File: src/rtl/sflag_pkg.sv
package sflag_pkg;
  localparam int WORD_W = 16;
  localparam int BYTE_W = 8;
  localparam int CTL_N  = 3;
  localparam int NIB_BIT = 4;

  localparam int POS_CARRY = 0;
  localparam int POS_PAR   = 2;
  localparam int POS_AUX   = 4;
  localparam int POS_ZERO  = 6;
  localparam int POS_SIGN  = 7;
  localparam int POS_TRAP  = 8;
  localparam int POS_INTR  = 9;
  localparam int POS_DIR   = 10;
  localparam int POS_OVF   = 11;

  localparam int SEL_DIR  = 0;
  localparam int SEL_INTR = 1;
  localparam int SEL_TRAP = 2;

  localparam logic [WORD_W-1:0] FIXED_ONES = 16'h0002;
  localparam logic [WORD_W-1:0] LIVE_MASK  = 16'h0FD5;

  typedef enum logic [1:0] {OP_ADD, OP_SUB, OP_LOGIC, OP_SHIFT} op_class_e;
  typedef enum logic [1:0] {CMD_NONE, CMD_SET, CMD_CLEAR, CMD_LOAD} ctl_cmd_e;

  typedef struct packed {
    logic             condUpd;
    logic             wordLoad;
    logic [CTL_N-1:0] ctlSet;
    logic [CTL_N-1:0] ctlClr;
  } strobe_t;
endpackage

File: src/rtl/sflag_ctrl.sv
module sflag_ctrl
  import sflag_pkg::*;
(
  input  logic     opValid,
  input  ctl_cmd_e ctlCmd,
  input  logic [1:0] ctlSel,
  output strobe_t  strb
);
  always_comb begin
    strb.wordLoad = (ctlCmd == CMD_LOAD);
    // a load overrides any operation in the same cycle
    strb.condUpd  = opValid && (ctlCmd != CMD_LOAD);
  end

  for (genvar i = 0; i < CTL_N; i++) begin : g_sel
    always_comb begin
      strb.ctlSet[i] = (ctlCmd == CMD_SET)   && (ctlSel == 2'(i));
      strb.ctlClr[i] = (ctlCmd == CMD_CLEAR) && (ctlSel == 2'(i));
    end
  end
endmodule

File: src/rtl/sflag_datapath.sv
module sflag_datapath
  import sflag_pkg::*;
(
  input  logic              clk,
  input  logic              rst_n,
  input  strobe_t           strb,
  input  op_class_e         opClass,
  input  logic              opWide,
  input  logic [WORD_W-1:0] opA,
  input  logic [WORD_W-1:0] opB,
  input  logic [WORD_W-1:0] opResult,
  input  logic              opCarry,
  input  logic [WORD_W-1:0] loadWord,
  output logic [WORD_W-1:0] statusWord
);
  logic cfQ, pfQ, afQ, zfQ, sfQ, ofQ;
  logic [CTL_N-1:0] ctlQ;

  logic aMsb, bMsb, rMsb, isArith;
  logic [WORD_W-1:0] rView;
  logic cfNext, pfNext, afNext, zfNext, sfNext, ofNext;

  always_comb begin
    aMsb    = opWide ? opA[WORD_W-1]      : opA[BYTE_W-1];
    bMsb    = opWide ? opB[WORD_W-1]      : opB[BYTE_W-1];
    rMsb    = opWide ? opResult[WORD_W-1] : opResult[BYTE_W-1];
    rView   = opWide ? opResult : {{(WORD_W-BYTE_W){1'b0}}, opResult[BYTE_W-1:0]};
    isArith = (opClass == OP_ADD) || (opClass == OP_SUB);
    cfNext  = (opClass != OP_LOGIC) && opCarry;
    afNext  = isArith && (opA[NIB_BIT] ^ opB[NIB_BIT] ^ opResult[NIB_BIT]);
    pfNext  = ~^opResult[BYTE_W-1:0];
    zfNext  = (rView == '0);
    sfNext  = rMsb;
    unique case (opClass)
      OP_ADD:  ofNext = (aMsb == bMsb) && (rMsb != aMsb);
      OP_SUB:  ofNext = (aMsb != bMsb) && (rMsb != aMsb);
      default: ofNext = 1'b0;
    endcase
  end

  always_ff @(posedge clk or negedge rst_n) begin
    if (!rst_n) begin
      {cfQ, pfQ, afQ, zfQ, sfQ, ofQ} <= '0;
    end else if (strb.wordLoad) begin
      cfQ <= loadWord[POS_CARRY];
      pfQ <= loadWord[POS_PAR];
      afQ <= loadWord[POS_AUX];
      zfQ <= loadWord[POS_ZERO];
      sfQ <= loadWord[POS_SIGN];
      ofQ <= loadWord[POS_OVF];
    end else if (strb.condUpd) begin
      cfQ <= cfNext;
      pfQ <= pfNext;
      afQ <= afNext;
      zfQ <= zfNext;
      sfQ <= sfNext;
      ofQ <= ofNext;
    end
  end

  logic [CTL_N-1:0] ctlLoadBits;
  always_comb begin
    ctlLoadBits[SEL_DIR]  = loadWord[POS_DIR];
    ctlLoadBits[SEL_INTR] = loadWord[POS_INTR];
    ctlLoadBits[SEL_TRAP] = loadWord[POS_TRAP];
  end

  for (genvar i = 0; i < CTL_N; i++) begin : g_ctl
    always_ff @(posedge clk or negedge rst_n) begin
      if (!rst_n)                ctlQ[i] <= 1'b0;
      else if (strb.wordLoad)    ctlQ[i] <= ctlLoadBits[i];
      else if (strb.ctlSet[i])   ctlQ[i] <= 1'b1;
      else if (strb.ctlClr[i])   ctlQ[i] <= 1'b0;
    end
  end

  always_comb begin
    statusWord           = FIXED_ONES;
    statusWord[POS_CARRY] = cfQ;
    statusWord[POS_PAR]   = pfQ;
    statusWord[POS_AUX]   = afQ;
    statusWord[POS_ZERO]  = zfQ;
    statusWord[POS_SIGN]  = sfQ;
    statusWord[POS_TRAP]  = ctlQ[SEL_TRAP];
    statusWord[POS_INTR]  = ctlQ[SEL_INTR];
    statusWord[POS_DIR]   = ctlQ[SEL_DIR];
    statusWord[POS_OVF]   = ofQ;
  end

  assert_ctl_stable_R7: assert property (@(posedge clk) disable iff (!rst_n)
    (!strb.wordLoad && strb.ctlSet == '0 && strb.ctlClr == '0) |=> $stable(ctlQ));

  assert_cond_hold_R10: assert property (@(posedge clk) disable iff (!rst_n)
    (!strb.condUpd && !strb.wordLoad) |=> $stable({cfQ, pfQ, afQ, zfQ, sfQ, ofQ}));

  assert_logic_clears_R2: assert property (@(posedge clk) disable iff (!rst_n)
    (strb.condUpd && opClass == OP_LOGIC) |=> (!cfQ && !ofQ && !afQ));

  assert_load_word_R8: assert property (@(posedge clk) disable iff (!rst_n)
    strb.wordLoad |=> statusWord == (($past(loadWord) & LIVE_MASK) | FIXED_ONES));

  assert_zero_word_R4: assert property (@(posedge clk) disable iff (!rst_n)
    (strb.condUpd && opWide && opResult == '0) |=> statusWord[POS_ZERO]);
endmodule

File: src/rtl/sflag_unit.sv
module sflag_unit
  import sflag_pkg::*;
(
  input  logic        clk,
  input  logic        rst_n,
  input  logic        opValid,
  input  logic [1:0]  opClass,
  input  logic        opWide,
  input  logic [15:0] opA,
  input  logic [15:0] opB,
  input  logic [15:0] opResult,
  input  logic        opCarry,
  input  logic [1:0]  ctlCmd,
  input  logic [1:0]  ctlSel,
  input  logic [15:0] loadWord,
  output logic [15:0] statusWord
);
  strobe_t strb;

  sflag_ctrl u_ctrl (
    .opValid (opValid),
    .ctlCmd  (ctl_cmd_e'(ctlCmd)),
    .ctlSel  (ctlSel),
    .strb    (strb)
  );

  sflag_datapath u_dp (
    .clk        (clk),
    .rst_n      (rst_n),
    .strb       (strb),
    .opClass    (op_class_e'(opClass)),
    .opWide     (opWide),
    .opA        (opA),
    .opB        (opB),
    .opResult   (opResult),
    .opCarry    (opCarry),
    .loadWord   (loadWord),
    .statusWord (statusWord)
  );
endmodule

File: config.mk
export PLATFORM = sky130hd
export DESIGN_NAME = sflag_unit
export DESIGN_NICKNAME = d
export VERILOG_FILES = /design/src/rtl/sflag_pkg.sv /design/src/rtl/sflag_ctrl.sv /design/src/rtl/sflag_datapath.sv /design/src/rtl/sflag_unit.sv
export SDC_FILE = /design/constraint.sdc
export NUM_CORES = 1
export LEC_CHECK = 0
export CORE_UTILIZATION = 30
export DETAILED_ROUTE_END_ITERATION = 6
export HOLD_SLACK_MARGIN = 0.12
export PLACE_DENSITY = 0.95
export REMOVE_ABC_BUFFERS = 1
export SYNTH_ARGS = -nofsm -noshare
export SYNTH_HDL_FRONTEND = slang
export SYNTH_SLANG_ARGS = --single-unit
File: constraint.sdc
create_clock -name clk -period 2.3 [get_ports clk]
set_input_delay 0.345 -clock clk [delete_from_list [all_inputs] [get_ports clk]]
set_output_delay 0.345 -clock clk [all_outputs]
set_load 0.1 [all_outputs]
# Word level (Yosys, flattened, before mapping)
# Index checks and enable logic that the tools add are counted.
[totals] ff_bits=9 latchBits=0 mem_bits_rw=0 romBits=0 input_bits=75 output_inout_bits=16 elab_cells=68 memories=0
[classes] add_sub_neg=0 mul=0 div=0 order_cmp=0 eq_ne=11 n_shift=0 mux=26 n_bitwise=2 n_reduce_logical=20
[ops] op="$mux 1" count=24
[ops] op="$logic_not 16->1" count=1
[ops] op="$mux 16" count=1
[ops] op="$logic_and 1x1->1" count=11
[ops] op="$reduce_bool 3->1" count=3
[ops] op="$reduce_xnor 8->1" count=1
[ops] op="$eq 2x1->1 const B" count=3
[ops] op="$eq 2x2->1 const B" count=3
[ops] op="$logic_not 2->1" count=2
[ops] op="$ne 2x2->1 const B" count=2
[ops] op="$ne 1x1->1" count=2
[ops] op="$pmux 1 s2" count=1
[ops] op="$reduce_bool 2->1" count=1
[ops] op="$xor 1x1->1" count=2
[ops] op="$eq 1x1->1" count=1
[ops] op="$logic_or 1x1->1" count=1

# Depth between registers and ports, before layout
# Gate-level depths: netlist of the first run.
[logic_depth] word_depth=6 depth_mapped=6 ltp_nobuf=6

# Cells and area by module
# A second synthesis of the first run with hierarchy kept.
[hier_totals] cells_unflattened=99 area_unflattened_um2=874.6
[by_module_without_submodules] module="sflag_datapath" instances=1 cells_each=91 area_per_inst_um2=792.0 seq_area_each_um2=225.2
[by_module_without_submodules] module="sflag_ctrl" instances=1 cells_each=8 area_per_inst_um2=82.6 seq_area_each_um2=0.0

# Least setup slack after synthesis of the first run
# No wires, ideal clock.
[synth_path] kind="input port to flip-flop" from="in opResult[2]" to="reg u_dp.pfQ" setup_ns=0.077 t_arrival_ns=1.169 required_time_ns=2.223 path_slack_ns=1.053 path_stages=6 path_cell_list="inv_1 -> ha_1 -> xnor2_1 -> xnor2_1 -> mux2i_1 -> a21oi_1"
[synth_via] elab_chain_len=3
[synth_rtl] element="start: declaration" line_no="sflag_unit.sv:11" rtl="input logic [15:0] opResult,"
[synth_rtl] element="$reduce_xnor 8->1" line_no="sflag_datapath.sv:31" rtl="pfNext = ~^opResult[BYTE_W-1:0];"
[synth_rtl] element="$mux 1" line_no="sflag_datapath.sv:51" rtl="end else if (strb.condUpd) begin"
[synth_rtl] element="$mux 1" line_no="sflag_datapath.sv:44" rtl="end else if (strb.wordLoad) begin"
[synth_rtl] element="end signal: assignment" line_no="sflag_datapath.sv:46" rtl="pfQ <= loadWord[POS_PAR];"
[synth_rtl] element="end signal: assignment" line_no="sflag_datapath.sv:53" rtl="pfQ <= pfNext;"
[synth_rtl] element="end: declaration" line_no="sflag_datapath.sv:16" rtl="logic cfQ, pfQ, afQ, zfQ, sfQ, ofQ;"
# No other way between the ends. The select of a mux whose other input is x is not followed.
# A chain may end at the register's enable or synchronous reset.

# Final worst setup path of the first run
[layout_path] from="in opWide" to="reg u_dp.ofQ"
[layout_via] elab_chain_len=6
[layout_rtl] element="start: declaration" line_no="sflag_unit.sv:8" rtl="input logic opWide,"
[layout_rtl] element="$mux 1 (on tied branches)" line_no="sflag_datapath.sv:24, sflag_datapath.sv:25, sflag_datapath.sv:26"
[layout_rtl] element="$ne 1x1->1, or another cell as far along" line_no="sflag_datapath.sv:36" rtl="OP_SUB: ofNext = (aMsb != bMsb) && (rMsb != aMsb);"
[layout_rtl] element="$logic_and 1x1->1 (on tied branches)" line_no="sflag_datapath.sv:36, sflag_datapath.sv:35"
[layout_rtl] element="$pmux 1 s2 *" line_no="sflag_datapath.sv:34" rtl="unique case (opClass)"
[layout_rtl] element="$mux 1 *" line_no="sflag_datapath.sv:51"
[layout_rtl] element="$mux 1 *" line_no="sflag_datapath.sv:44"
[layout_rtl] element="end signal: assignment" line_no="sflag_datapath.sv:50" rtl="ofQ <= loadWord[POS_OVF];"
[layout_rtl] element="end signal: assignment" line_no="sflag_datapath.sv:57" rtl="ofQ <= ofNext;"
[layout_rtl] element="end: declaration" line_no="sflag_datapath.sv:16"
# Mark *: on every way between the ends. The rest lies on a longest branch, timed or not. The select of a mux whose other input is x is not followed.

==> impl_results.md, run 1 <==
- Outcome: completed
- Clk pwr share: 15.9%
- Synth Warn #: 0
- Via/cell ratio: 4.50
- Distinct cell type count after synthesis: 31
- Logic pwr share: 57.7%
- Estimated wirelength of the detail-placed design: 1780 µm
- Layout area overhead: 55.6%
- Avg WL per Cell: ~12 µm
- CP required: 2.44 ns
- Synth Register Bits: 9
- FF/Latch Area: roughly 230 µm²
- Sw Pwr: around 0.35 mW
- Global-route wire length before repair: 2980 µm
- Sink Count: 9
- Die H: 54.0 µm
- Max_cap viols: 0
- Place WS: 0.392 ns
- Port bufs: 50
- Final Skew: 0 ns
- M3 GR Usage: 6.21%
- Sequential fraction of the synthesis area: 27.8%
- Shortest period the worst path allows: 1.62 ns
- CTS Root Cell: clkbuf_4
- Final net count: ~220
- Slew Limit Fails: 0
- Via count: about 770
- Startpoint Class: input port
- Row count: 18
- Crit-path max FO: 5
- Initial antenna violation count: 0
- CP Capture Type: flop
- Die W: between 50 and 60 µm
- CP arrival: 1.76 ns
- Final Non-Filler Cells: 171
- Synthesized cell area: roughly 800 µm²
- Max clock buf depth: 2
- Placed insts: 167
- Grt met1 use: roughly an eighth
- Leakage power: approximately 0.58 nW
- Total Power: ~0.73 mW
- Period utilization: about 71%
- Post-CTS setup buffers: 0
- Initial drt markers: 14
- Internal power: 0.386 mW
- Post-route ant nets: 0
- Core ar.: 0.00252 mm²
- IO Count: around 90
- Number of global-route vias before repair: 755
- Switching share of power: approximately 47%
- Synthesized instance count: approximately 100
- Largest net degree at the start of global routing: 11
- CTS buffer count: 3
- Worst Hold Class: in2async
- Fill count: 255
- Antenna cells: 0
- Die area: 0.00291 mm²
- # hold bufs at CTS: 0
- Final hold vios: 0
- WHS: 0.382 ns
- Initial core utilization: between 30 and 40%
- Multi-input logic area: 464 µm²
- Post-route setup slack: 0.677 ns
- GRT met2 Usage: 29.8%
- Endpoints failing setup: 0
- Detailed Route WL: 2010 µm
- GRT Max-Usage Layer: met2
- Syn_area_per_cell: 8.27 µm²
- TritonCTS clock tree: done
- DRC Markers: 0
- Setup_tns: 0 ns
- Fmax: 616 MHz
- CTS H-tree lvls: 1
- GRT Util Overall: approximately 15%
- Critical path class: in2reg
- Post-cts gate resize count: 0
- Worst vdd ir: 522 µV
- Grt ovf: 0
- RSZ-0062 raised after global routing: false
- Flop pwr share: 26.4%
- TritonRoute pass-1 iters: 4
- P per Cell Area: approximately 580 mW/mm²
- Clock latency on the worst-skew pair: 0.25 ns
- GPL Wtd Cong: 0.680
- CTS clk-pin slew, worst paths: around 0.060 ns
- Fraction of layout cells with a size suffix above 1: 10.6%
==> worst paths after layout <==
kind,cells past startpoint,from,end,slack (ns)
worst min register to register,1,u_dp.statusWord[9]$_DFFE_PN0P_,u_dp.statusWord[9]$_DFFE_PN0P_,0.51
min in group clk,1,u_dp.statusWord[9]$_DFFE_PN0P_,u_dp.statusWord[9]$_DFFE_PN0P_,0.51
worst max-delay path,5,opWide,u_dp.ofQ$_DFFE_PN0P_,0.68
max in group asynchronous,1,rst_n,u_dp.pfQ$_DFFE_PN0P_,1.64
worst max register to register,2,u_dp.ofQ$_DFFE_PN0P_,u_dp.ofQ$_DFFE_PN0P_,1.41
worst min-delay path,1,rst_n,u_dp.zfQ$_DFFE_PN0P_,0.38
==> per-stage QoR <==
stage	instance area (µm²)	utilization, %
3_5_place_dp	1230	49.0
3_3_place_gp	1230	49.0
2_1_floorplan	719	-
6_report	1260	50.0
4_1_cts	1260	50.0
5_1_grt	1260	50.0
==> cell usage in the layout (no fill, tap or decap), drive strengths merged, types with 3 or more instances in the layout <==
master / n
a22o: 3
o21ai: 5
dfrtp: 9
nand2b: 7
clkdlybuf4s50: 41
nor2: 5
conb: 7
nand2: 9
buf: 9
mux2i: 4
clkbuf: 4
xnor2: 6
ha: 4
inv: 8
==> kinds of logic after synthesis <==
group,synth area share (%)
adder cells (fa/ha/maj),6.17
AO/OA/AOI/OAI,13.3
buffers and inverters,17.3
AND/OR/NAND/NOR,20.8
multiplexers,6.33
XOR/XNOR,7.41
flip-flops,27.8
other,0.926
==> cells in the mapped netlist (all sizes together) <==
master | number | area share, %
dfrtp | 9 | 28
nand2 | 9 | 4.2
mux2 | 1 | 1.4
buf | 14 | 13
inv | 8 | 3.7
nor3b | 2 | 1.9
a22o | 3 | 3.2
xnor2 | 6 | 7.4
or2b | 1 | 0.93
a21oi | 2 | 1.2
nand2b | 7 | 5.4
a211oi | 1 | 0.93
nand3b | 1 | 0.93
nor4 | 2 | 1.5
a21o | 1 | 0.93
conb | 2 | 0.93
mux2i | 4 | 4.9
or2 | 1 | 0.77
nor2b | 1 | 0.77
nor2 | 5 | 2.3
nand3 | 1 | 0.62
a211o | 1 | 1.1
and2 | 1 | 0.77
a221o | 1 | 1.2
clkbuf | 2 | 0.93
ha | 4 | 6.2
nand4 | 1 | 0.77
a31oi | 2 | 1.5
o21ai | 5 | 3.1
==> worst max-delay path: stages <==
cell	delay, ns
clkdlybuf4s50_1	0.56
mux2i_1	0.31
xnor2_2	0.15
mux2i_1	0.09
a221o_1	0.31
==> flip-flops by register name, indices dropped and copies added, names as in the netlist <==
name             flops
u_dp.afQ             1
u_dp.sfQ             1
u_dp.statusWord      3
u_dp.pfQ             1
u_dp.cfQ             1
u_dp.ofQ             1
u_dp.zfQ             1
==> final cells by class <==
type / instances / area share, %
timing repair buffer: 50 / 37.9
multi-input combinational: 70 / 36.8
sequential: 9 / 17.9
tap: 30 / 2.98
inverter: 8 / 2.38
clock buffer: 4 / 2.08
==> power by group through the flow <==
stage / Sequential [mW] / Combinational [mW] / Clock, mW
CTS: 0.194 / 0.427 / 0.121
detailed placement: 0.196 / 0.426 / 0
floorplan: 0.356 / 0.129 / 0
finish: 0.194 / 0.424 / 0.117
global route: 0.196 / 0.445 / 0.130
global placement: 0.194 / 0.420 / 0
==> routing by layer <==
metal	share of wire, %	vias to the layer above
li1	-	393
met1	35	346
met2	57	28
met3	6.5	2
met4	1.1	0
met5	0	-
No activity file was read; power rests on OpenSTA's default activity.
==> inputs of run 2 (changes only) <==
- CORE_UTILIZATION: 30 -> 27
- PLACE_DENSITY: 0.95 -> 0.89
- clock period: 2.3 -> 1.7 ns (I/O delays scaled with it)
==> impl_results.md, run 2 (synthesis gave the netlist of run 1 again) <==
- Slew Limit Fails: 0 (unchanged)
- Final hold vios: 0 (unchanged)
- Post-route setup slack: 0.171 ns (-0.506 ns)
- Detailed Route WL: 2010 µm (+0.25%)
- Number of global-route vias before repair: 832 (+10%)
- Clk pwr share: 14.9% (-1.0 points)
- WHS: 0.302 ns (-0.0802 ns)
- Critical path class: in2reg
- Fraction of layout cells with a size suffix above 1: 14.9% (+4.2 points)
- Die H: 56.8 µm (+5.2%)
- Initial core utilization: 28.9% (-3.2 points)
- Setup_tns: 0 ns (unchanged)
- Internal power: 0.610 mW (+58%)
- Startpoint Class: input port
- CTS buffer count: 3 (unchanged)
- Failing checks: DRC
- Core ar.: 0.00281 mm² (+11%)
- CP Capture Type: flop
- CTS Root Cell: clkbuf_4
- Post-route ant nets: 0 (unchanged)
- Sw Pwr: 0.494 mW (+42%)
- Final net count: 228 (+3.2%)
- Via count: 798 (+3.8%)
- Post-cts gate resize count: 0 (unchanged)
- Period utilization: 89.9%
- Max reg flops: 3 (unchanged)
- Endpoints failing setup: 0 (unchanged)
- Crit path cell chain: clkdlybuf4s50_1 -> mux2i_1 -> xnor2_2 -> mux2i_1 -> a221o_1
- Total Power: 1.10 mW (+50%)
- Fill count: 259 (+1.6%)
- Clock latency on the worst-skew pair: 0.26 ns (about the same)
- Estimated wirelength of the detail-placed design: 1780 µm (-0.31%)
- Placed insts: 175 (+4.8%)
- DRC Markers: 6 (+6)
- Commonest non-fill, non-tap cell in the layout: clkdlybuf4s50_1
- Crit-path max FO: 5 (unchanged)
- TritonCTS clock tree: done
- Global-route wire length before repair: 3290 µm (+10%)
- Row count: 19 (+1)
- Leakage power: 0.651 nW (+12%)
- Area post-placement: 0.00140 mm² (+13%)
- P per Cell Area: 774 mW/mm² (+33%)
- CTS clk-pin slew, worst paths: 0.06 ns (about the same)
- Initial drt markers: 22 (+8)
- Antenna cells: 0 (unchanged)
- Die W: 56.8 µm (+5.2%)
- Switching share of power: 44.8% (-2.7 points)
- GPL Wtd Cong: 0.740 (+8.8%)
- Most frequent cells in the layout: clkdlybuf4s50_1 (41), nand2_1 (9), buf_12 (9), dfrtp_1 (9), inv_1 (8)
- Grt ovf: 0 (unchanged)
- Avg WL per Cell: 11.2 µm (-4.2%)
- IO Count: 91 (unchanged)
- CP required: 1.85 ns (-0.59 ns)
- CTS H-tree lvls: 1 (unchanged)
- Flop pwr share: 25.0% (-1.4 points)
- Final Skew: 0 ns (unchanged)
- Port bufs: 50 (unchanged)
- Shortest period the worst path allows: 1.53 ns
- Slowest cell on the critical path: clkdlybuf4s50_1
- CP arrival: 1.67 ns (-0.09 ns)
- Post-CTS setup buffers: 0 (unchanged)
- Fin util: 50.9% (+0.89 points)
- Max_cap viols: 0 (unchanged)
- Via/cell ratio: 4.46 (-0.87%)
- Final instance area: 0.00143 mm² (+13%)
- Top Family by Delay on Critical Path: buffers and inverters
- Worst path most repeated cell: mux2i_1
- Max clock buf depth: 2 (unchanged)
- Worst Hold Class: in2async
- Die area: 0.00323 mm² (+11%)
- Layout area overhead: 76.1%
- GRT Util Overall: 13.3% (-1.5 points)
- RSZ-0062 raised after global routing: false
- # hold bufs at CTS: 0 (unchanged)
- Outcome: finished with violations
- Worst vdd ir: 356 µV (-32%)
- WP buf/inv: 1 (unchanged)
- TritonRoute pass-1 iters: 7 (+3)
- Sink Count: 9 (unchanged)
- FF/Latch Area: 225 µm² (unchanged)
- Multi-input logic area: 464 µm² (unchanged)
- Largest net degree at the start of global routing: 10 (-1)
- Logic pwr share: 60.0% (+2.3 points)
- Crit-path max cell delay: 0.57 ns (about the same)
- Fmax: 654 MHz
- Place WS: -0.112 ns (-0.504 ns)
- Initial antenna violation count: 0 (unchanged)
- Final Non-Filler Cells: 179 (+4.7%)
run 2: changes by cell type in the layout (fill, tap and decap cells not counted), sizes merged:
cell and change:
buf +7
run 2: worst paths after layout:
check	start	end	slack, ns	cells past startpoint
worst max-delay path	opWide	u_dp.ofQ$_DFFE_PN0P_	0.17	5
worst min-delay path	rst_n	u_dp.statusWord[9]$_DFFE_PN0P_	0.30	1
worst max register to register	u_dp.ofQ$_DFFE_PN0P_	u_dp.ofQ$_DFFE_PN0P_	0.77	2
worst min register to register	u_dp.statusWord[9]$_DFFE_PN0P_	u_dp.statusWord[9]$_DFFE_PN0P_	0.57	1
max in group asynchronous	rst_n	u_dp.statusWord[10]$_DFFE_PN0P_	1.09	1
min in group clk	loadWord[7]	u_dp.sfQ$_DFFE_PN0P_	0.56	3
run 2: cell type report:
type	count	share of cell area, %
well taps	31	2.72
flip-flops and latches	9	15.8
clock buffers	4	1.84
repair buffers	57	45.0
multi-input cells	70	32.5
inverters	8	2.10
run 2: layer usage:
layer	track usage, %	routed length, µm	share of wire (%)
met1	13.4	764	38
met2	26.2	1120	56
met3	5.30	125	6.2
met4	1.05	0	0
met5	0	0	0
run 2: power groups by stage:
stage / logic (mW) / registers, mW / clock network (mW)
after detailed placement: 0.665 / 0.281 / 0
after global placement: 0.658 / 0.280 / 0
after global routing: 0.691 / 0.281 / 0.180
after CTS: 0.667 / 0.277 / 0.171
final: 0.663 / 0.277 / 0.165
after floorplan: 0.174 / 0.482 / 0
